==> config.mk <==
export PLATFORM = sky130hd
export DESIGN_NAME = snoop_addr_parity
export DESIGN_NICKNAME = d
export VERILOG_FILES = /design/src/rtl/snp_par_pkg.sv /design/src/rtl/snp_par_datapath.sv /design/src/rtl/snp_par_control.sv /design/src/rtl/snoop_addr_parity.sv
export SDC_FILE = /design/constraint.sdc
export NUM_CORES = 1
export LEC_CHECK = 0
export BUFFER_PORTS_ARGS = -buffer_cell sky130_fd_sc_hd__buf_4
export CAP_MARGIN = 5
export CORE_ASPECT_RATIO = 1.4
export CORE_MARGIN = 2
export CORE_UTILIZATION = 45
export DETAILED_ROUTE_END_ITERATION = 12
export GPL_TIMING_DRIVEN = 1
export PLACE_DENSITY = 0.85
export SLEW_MARGIN = 20
export SYNTH_ARGS = -nofsm -noshare
export SYNTH_HDL_FRONTEND = slang
export SYNTH_HIERARCHICAL = 1
export SYNTH_SLANG_ARGS = --single-unit
==> constraint.sdc <==
create_clock -name clk -period 2.93 [get_ports clk]
set_input_delay 0.7325 -clock clk [delete_from_list [all_inputs] [get_ports clk]]
set_output_delay 0.7325 -clock clk [all_outputs]
set_load 0.01 [all_outputs]
==> src/rtl/snp_par_pkg.sv <==
package snp_par_pkg;

  // Strobes from the control unit to the datapath.
  typedef struct packed {
    logic checkEn;  // the current snooped beat is qualified for a parity check
    logic flagClr;  // empty the sticky lane flags
  } ctlStrobe_t;

endpackage

==> src/rtl/snp_par_datapath.sv <==
module snp_par_datapath
  import snp_par_pkg::*;
#(
  parameter int ADDR_W  = 32,
  parameter int LANE_W  = 8,
  parameter int TAG_W   = 4,
  parameter int TAG_LSB = 0
) (
  input  logic                          clk,
  input  logic                          rstN,
  input  logic [ADDR_W-1:0]             outAddr,
  input  logic                          outDrive,
  output logic [ADDR_W-1:0]             addrOut,
  output logic [ADDR_W/LANE_W-1:0]      parOut,
  output logic                          busOe,
  input  logic [ADDR_W-1:0]             snpAddr,
  input  logic [ADDR_W/LANE_W-1:0]      snpPar,
  input  logic [TAG_W-1:0]              procId,
  input  ctlStrobe_t                    strobe,
  output logic [ADDR_W/LANE_W-1:0]      laneBad,
  output logic                          tagHit,
  output logic [ADDR_W/LANE_W-1:0]      errLanes
);
  localparam int LANES = ADDR_W / LANE_W;

  logic [LANES-1:0] genPar;

  // Per-lane parity generation for the outgoing address and check of the snooped one.
  for (genvar i = 0; i < LANES; i++) begin : g_lane
    assign genPar[i]  = ~(^outAddr[i*LANE_W +: LANE_W]);
    assign laneBad[i] = ~(^{snpAddr[i*LANE_W +: LANE_W], snpPar[i]});

    // Every driven lane carries an odd number of ones.
    AST_DRIVE_ODD: assert property (@(posedge clk) disable iff (!rstN)
      busOe |-> (^{addrOut[i*LANE_W +: LANE_W], parOut[i]}) == 1'b1);
  end

  assign tagHit = (snpAddr[TAG_LSB +: TAG_W] == procId);

  // Address, parity and enable share one register stage.
  always_ff @(posedge clk) begin
    if (!rstN) begin
      addrOut <= '0;
      parOut  <= '0;
      busOe   <= 1'b0;
    end else begin
      busOe   <= outDrive;
      addrOut <= outDrive ? outAddr : '0;
      parOut  <= outDrive ? genPar  : '0;
    end
  end

  // Sticky lane flags: a clear is applied first, then the new failing lanes are ORed in.
  always_ff @(posedge clk) begin
    if (!rstN) begin
      errLanes <= '0;
    end else begin
      errLanes <= (strobe.flagClr ? '0 : errLanes) | (strobe.checkEn ? laneBad : '0);
    end
  end

  AST_FLAGS_KEEP: assert property (@(posedge clk) disable iff (!rstN)
    !strobe.flagClr |=> ((errLanes & $past(errLanes)) == $past(errLanes)));

  AST_FLAGS_IDLE: assert property (@(posedge clk) disable iff (!rstN)
    (!strobe.flagClr && !strobe.checkEn) |=> $stable(errLanes));

  AST_RELEASE: assert property (@(posedge clk) disable iff (!rstN)
    !busOe |-> (addrOut == '0 && parOut == '0));

endmodule

==> src/rtl/snp_par_control.sv <==
module snp_par_control
  import snp_par_pkg::*;
#(
  parameter int LANES = 4
) (
  input  logic             clk,
  input  logic             rstN,
  input  logic             localMaster,
  input  logic             snpValid,
  input  logic             snpDsStart,
  input  logic             snpDsReply,
  input  logic             tagHit,
  input  logic [LANES-1:0] laneBad,
  input  logic             cfgParChk,
  input  logic             cfgMcEn,
  input  logic             clrErr,
  output ctlStrobe_t       strobe,
  output logic             errPulse,
  output logic             mcReq,
  output logic             chkstopReq
);
  typedef enum logic {BEAT_IDLE, BEAT_SECOND} beatState_t;

  beatState_t beatState;
  logic       secondBeat;
  logic       normalHit;
  logic       dsHit;
  logic       errNow;

  assign secondBeat = (beatState == BEAT_SECOND);

  // Qualify the current beat.
  assign normalHit = snpValid && !snpDsStart;
  assign dsHit     = snpDsStart && snpDsReply && tagHit;

  always_comb begin
    strobe         = '0;
    strobe.checkEn = !localMaster && !secondBeat && (normalHit || dsHit);
    strobe.flagClr = clrErr;
  end

  assign errNow = strobe.checkEn && (|laneBad);

  // Tenure tracking: a first beat always opens a second beat on the next cycle.
  always_ff @(posedge clk) begin
    if (!rstN) begin
      beatState <= BEAT_IDLE;
    end else if (snpDsStart && !secondBeat) begin
      beatState <= BEAT_SECOND;
    end else begin
      beatState <= BEAT_IDLE;
    end
  end

  // Escalation.
  always_ff @(posedge clk) begin
    if (!rstN) begin
      errPulse   <= 1'b0;
      mcReq      <= 1'b0;
      chkstopReq <= 1'b0;
    end else begin
      errPulse <= errNow;
      mcReq    <= errNow && !cfgParChk && cfgMcEn;
      if (errNow && (cfgParChk || !cfgMcEn)) begin
        chkstopReq <= 1'b1;
      end
    end
  end

  AST_MASTER_QUIET: assert property (@(posedge clk) disable iff (!rstN)
    localMaster |=> !errPulse);

  AST_SECOND_BEAT_QUIET: assert property (@(posedge clk) disable iff (!rstN)
    secondBeat |=> !errPulse);

  AST_TAG_MISS_QUIET: assert property (@(posedge clk) disable iff (!rstN)
    (snpDsStart && (!tagHit || !snpDsReply)) |=> !errPulse);

  AST_MC_NEEDS_ERR: assert property (@(posedge clk) disable iff (!rstN)
    mcReq |-> errPulse);

  AST_PARCHK_STOPS: assert property (@(posedge clk) disable iff (!rstN)
    (errNow && cfgParChk) |=> (chkstopReq && !mcReq));

  AST_CHKSTOP_HOLDS: assert property (@(posedge clk) disable iff (!rstN)
    chkstopReq |=> chkstopReq);

endmodule

==> src/rtl/snoop_addr_parity.sv <==
module snoop_addr_parity
  import snp_par_pkg::*;
#(
  parameter int ADDR_W  = 32,
  parameter int LANE_W  = 8,
  parameter int TAG_W   = 4,
  parameter int TAG_LSB = 0,
  localparam int LANES  = ADDR_W / LANE_W
) (
  input  logic              clk,
  input  logic              rstN,
  input  logic              localMaster,
  input  logic [ADDR_W-1:0] outAddr,
  input  logic              outDrive,
  output logic [ADDR_W-1:0] addrOut,
  output logic [LANES-1:0]  parOut,
  output logic              busOe,
  input  logic [ADDR_W-1:0] snpAddr,
  input  logic [LANES-1:0]  snpPar,
  input  logic              snpValid,
  input  logic              snpDsStart,
  input  logic              snpDsReply,
  input  logic [TAG_W-1:0]  procId,
  input  logic              cfgParChk,
  input  logic              cfgMcEn,
  input  logic              clrErr,
  output logic [LANES-1:0]  errLanes,
  output logic              errPulse,
  output logic              mcReq,
  output logic              chkstopReq
);
  ctlStrobe_t       strobe;
  logic [LANES-1:0] laneBad;
  logic             tagHit;

  snp_par_datapath #(
    .ADDR_W (ADDR_W),
    .LANE_W (LANE_W),
    .TAG_W  (TAG_W),
    .TAG_LSB(TAG_LSB)
  ) i_datapath (
    .clk     (clk),
    .rstN    (rstN),
    .outAddr (outAddr),
    .outDrive(outDrive),
    .addrOut (addrOut),
    .parOut  (parOut),
    .busOe   (busOe),
    .snpAddr (snpAddr),
    .snpPar  (snpPar),
    .procId  (procId),
    .strobe  (strobe),
    .laneBad (laneBad),
    .tagHit  (tagHit),
    .errLanes(errLanes)
  );

  snp_par_control #(
    .LANES(LANES)
  ) i_control (
    .clk        (clk),
    .rstN       (rstN),
    .localMaster(localMaster),
    .snpValid   (snpValid),
    .snpDsStart (snpDsStart),
    .snpDsReply (snpDsReply),
    .tagHit     (tagHit),
    .laneBad    (laneBad),
    .cfgParChk  (cfgParChk),
    .cfgMcEn    (cfgMcEn),
    .clrErr     (clrErr),
    .strobe     (strobe),
    .errPulse   (errPulse),
    .mcReq      (mcReq),
    .chkstopReq (chkstopReq)
  );

endmodule

; Word-level counts from Yosys, hierarchy flattened
; Index checks and enable logic that the tools add are counted.
[totals]
register_bits = 45
in_bits = 82
word_cells = 48
[op_classes]
n_eq_ne = 1
n_mux = 3
bitwise = 9
n_reduce_logical = 27
[op_table]
columns = operator, count
row1 = 9-bit XOR reduction, 4
row2 = 8-bit XOR reduction, 4
row3 = 1-bit logical AND, 10
row4 = 4-bit two-way mux, 2
row5 = 1-bit inverter, 8
row6 = 1-bit zero test, 5
row7 = 4-bit == test, 1
row8 = 4-bit bitwise OR, 1
row9 = 4-bit OR reduction, 1
row10 = 1-bit logical OR, 2
row11 = 2-bit AND reduction, 1
row12 = 1-bit two-way mux, 1

; Logic depth before layout (Yosys ltp)
[depth]
depth_word = 7
ltp_mapped = 8
ltp_nobuf = 8

; Modules after synthesis
; The synthesis kept the hierarchy.
[by_module_without_submodules]
columns = mod, instances, cells_each, area_each_um2, seq_area_each_um2
row1 = snp_par_datapath, 1, 164, 1760.4, 820.8
row2 = snp_par_control, 1, 17, 168.9, 80.1

; Worst setup path after synthesis
; OpenSTA, ideal clock, no wires.
[synth_path]
path_kind = in2reg
startpoint = input snpAddr[1]
endpoint = register i_datapath.errLanes[2]
t_arrival_ns = 2.105
required_time_ns = 2.868
slack_ns = 0.763
path_stages = 8
n_path_buf = 0
path_cell_list = xor2_1 -> nor4_1 -> nand3_1 -> a211o_1 -> inv_1 -> nand2_1 -> or3_1 -> nand3_1
[synth_rtl]
columns = element, line_no
row1 = from (decl), snoop_addr_parity.sv:18  ; input logic [ADDR_W-1:0] snpAddr,
row2 = to (signal assigned), snp_par_datapath.sv:58  ; errLanes <= (strobe.flagClr ? '0 : errLanes) | (strobe.checkEn ? laneBad : '0);
row3 = to (decl), snp_par_datapath.sv:22  ; output logic [ADDR_W/LANE_W-1:0] errLanes

==> reports/metrics.csv <==
stage,metric,value,unit
status,status,"finished, final reports clean",
clock_network,worst skew pair latency,0.29,ns
synthesis,"Cell Area, Synth",0.00193,sq mm
timing,final hold vios,0,
worst_setup_path,CP required,3.17,ns
worst_setup_path,nature of the critical path endpoint,flop,
placed_design,dpl cells,343,
synthesis,Synth area leader,dfxtp_1,
timing,Final Setup Violations,0,
pwr,Internal,1.03,mW
route,Post-Route WL,4560,um
worst_setup_path,CP most frequent cell,nand3_1,
clock_network,Sink Count,45,
synthesis,commonest register cell after synthesis,dfxtp_1,
final_layout,share of layout cells above drive strength 1,44.1,%
final_layout,post-route cell area,0.00298,sq mm
synthesis,"count leader, synth",dfxtp_1,
global_routing,gr usage total,18.5,%
route,initial DRC count,38,
worst_setup_path,max incr delay on CP,0.35,ns
synthesis,ys async rst share,0,%
global_routing,first-pass GRT wire length,6650,um
timing,Final TNS setup,0,ns
pwr,power per cell area,472,mW/mm^2
clock_network,setup bufs post-CTS,0,
route,drt drc,0,
timing,Slew @ Worst Pin,0.408,ns
synthesis,"Seq/Total Area, Yosys",46.7,%
pwr,Leakage Power,1.51,nW
die,starting density of the core,46.3,%
synthesis,Syn Nets,263,
synthesis,Yosys cell types,21,
placed_design,Placed Area,0.00289,sq mm
route,TritonRoute pass-1 iters,4,
clock_network,TritonCTS Buffers,5,
global_routing,initial antenna violation count,0,
synthesis,Syn. warnings,6,
pwr,Sequential Power Share,46.3,%
die,core box area,0.00417,sq mm
route,post-route ant nets,0,
worst_setup_path,Crit Path Max Fanout,5,
placed_design,dpl hpwl,3590,um
final_layout,Final #Nets,387,
worst_setup_path,Worst Path Arrival,2.39,ns
pwr,Clock Power Share,26.7,%
synthesis,Syn Area/Cell,10.7,sq um
worst_setup_path,Worst path top cell family by delay,simple AND/OR/NAND/NOR gates,
pwr,Sw Ratio,26.5,%
clock_network,H-tree levels,2,
clock_network,CTS max path bufs,2,
timing,Max-slew headroom,72.5,%
worst_setup_path,Crit Path Class,input pin to flop,
synthesis,Synth top area share,46.7,%
die,IO Count,126,
worst_setup_path,Buf/Inv on CP,2,
route,via count,1709,
synthesis,Yosys reg bits,45,
timing,Worst Clk Skew,0.00126,ns
synthesis,count of flip-flops with a built-in enable after synthesis,0,
hold_path,worst min path class,flop to flop,
clock_network,post-CTS sizing,0,
timing,Final period util,73.5,%
die,die area,0.00483,sq mm
pwr,Logic pwr share,27.0,%
placed_design,GPL Wtd Cong,0.729,
final_layout,fin cells,351,
pwr,Max VDD drop,0.000373,V
timing,crit path time final,2.15,ns
route,Via-to-Cell Ratio,4.87,
synthesis,cells after synthesis,181,
timing,Max Transition Viols Final,0,
route,average wire per standard cell,13.0,um
placed_design,I/O Buffers,125,
clock_network,# hold bufs at CTS,0,
clock_network,"Reg clk slew, reported paths",0.08,ns
worst_setup_path,worst path cell trace,buf_4 -> xor2_1 -> nor4_1 -> nand3_1 -> a211o_1 -> inv_1 -> nand2_1 -> or3_1 -> nand3_1,
run,total of max-cap violations,0,
clock_network,CTS tree,yes,
worst_setup_path,CP startpoint kind,input pin,
global_routing,vias in the first global route,1561,
worst_setup_path,Critical Path Slowest Stage Cell,a211o_1,
timing,RSZ-0062 raised after global routing,no,
die,Die Wd,59.3,um
global_routing,largest net degree at the start of global routing,46,
synthesis,Area contributors post-synth,"dfxtp_1 (47%), xnor2_1 (18%), and3_1 (10%)",
placed_design,pre-CTS setup slack,0.495,ns
global_routing,total grt overflow,0,
pwr,P_sw,0.372,mW
timing,Fmax,465,MHz
final_layout,# diodes,0,
clock_network,clk root buf,clkbuf_8,
synthesis,commonest cells in the netlist,"dfxtp_1 (45), xnor2_1 (40), and3_1 (32)",
final_layout,number of fill cells in the layout,336,
die,die height,81.5,um
die,# rows,28,
timing,final worst setup slack,0.777,ns
final_layout,Synth-to-Final Area Change,54.5,%
final timing paths:
| path | to | start | slack (ns) | depth (start not counted) |
|---|---|---|---|---|
| setup / recovery | i_datapath/errLanes[2]$_SDFF_PN0_ | snpAddr[1] | 0.78 | 9 |
| hold / removal | i_control/beatState$_SDFF_PN0_ | i_control/beatState$_SDFF_PN0_ | 0.43 | 1 |
| setup reg to reg | i_datapath/errLanes[2]$_SDFF_PN0_ | i_control/beatState$_SDFF_PN0_ | 1.63 | 5 |
| hold reg to reg | i_control/beatState$_SDFF_PN0_ | i_control/beatState$_SDFF_PN0_ | 0.43 | 1 |
sequential cells by signal, indices dropped and copies added (netlist names):
signal                flops
i_datapath/addrOut       32
i_datapath/errLanes       4
i_datapath/parOut         4
i_control/beatState       1
i_control/chkstopReq      1
i_control/errPulse        1
i_control/mcReq           1
i_datapath/busOe          1
per-stage QoR:
| stage | hold WS, ns | total power, mW | util (%) |
|---|---|---|---|
| after floorplan | 0.391 | 0.877 | - |
| after global placement | 0.416 | 1.04 | 69.3 |
| after detailed placement | 0.420 | 1.05 | 69.3 |
| after CTS | 0.432 | 1.43 | 71.5 |
| after global routing | 0.440 | 1.48 | 71.5 |
| final | 0.426 | 1.41 | 71.5 |
logic make-up (layout without fill, tap and decap cells):
| kind of cell | Yosys count | in the layout | share of synthesized area, % |
|---|---|---|---|
| AND/OR/NAND/NOR | 63 | 63 | 19.1 |
| AO/OA/AOI/OAI | 3 | 3 | 1.95 |
| buffers and inverters | 10 | 135 | 2.14 |
| flip-flops | 45 | 45 | 46.7 |
| XOR/XNOR | 60 | 60 | 30.1 |
cell usage in the layout (no fill, tap or decap), types with 2 or more instances in the layout:
| cell type | n |
|---|---|
| xnor3_1 | 4 |
| nand3b_1 | 4 |
| clkbuf_8 | 5 |
| buf_4 | 125 |
| nor2_1 | 6 |
| and3_1 | 32 |
| xnor2_1 | 40 |
| xor2_1 | 16 |
| nand3_1 | 5 |
| nand2_1 | 4 |
| inv_1 | 2 |
| or3_1 | 4 |
| nand4_1 | 4 |
| dfxtp_1 | 45 |
final cells by class:
class	instances	area, sq um	share of cell area, %
clock buffers	5	68.8	2.31
clock inverters	3	21.3	0.714
flip-flops and latches	45	901	30.2
well taps	45	56.3	1.89
inverters	2	7.51	0.252
multi-input cells	126	987	33.1
repair buffers	125	938	31.5
layer usage:
| metal | share of wire, % | vias up | global-route usage, % |
|---|---|---|---|
| li1 | - | 849 | - |
| met1 | 36 | 774 | 18.5 |
| met2 | 54 | 82 | 34.2 |
| met3 | 9.1 | 4 | 6.77 |
| met4 | 1.0 | 0 | 6.82 |
| met5 | 0 | - | 0 |
power by group through the flow:
stage / registers [mW] / clock network, mW / logic [mW]
finish: 0.651 / 0.375 / 0.380
floorplan: 0.681 / 0 / 0.196
global route: 0.654 / 0.412 / 0.413
global placement: 0.665 / 0 / 0.377
CTS: 0.651 / 0.390 / 0.384
detailed placement: 0.666 / 0 / 0.383
Note: power is estimated with default switching activity, not from simulation.
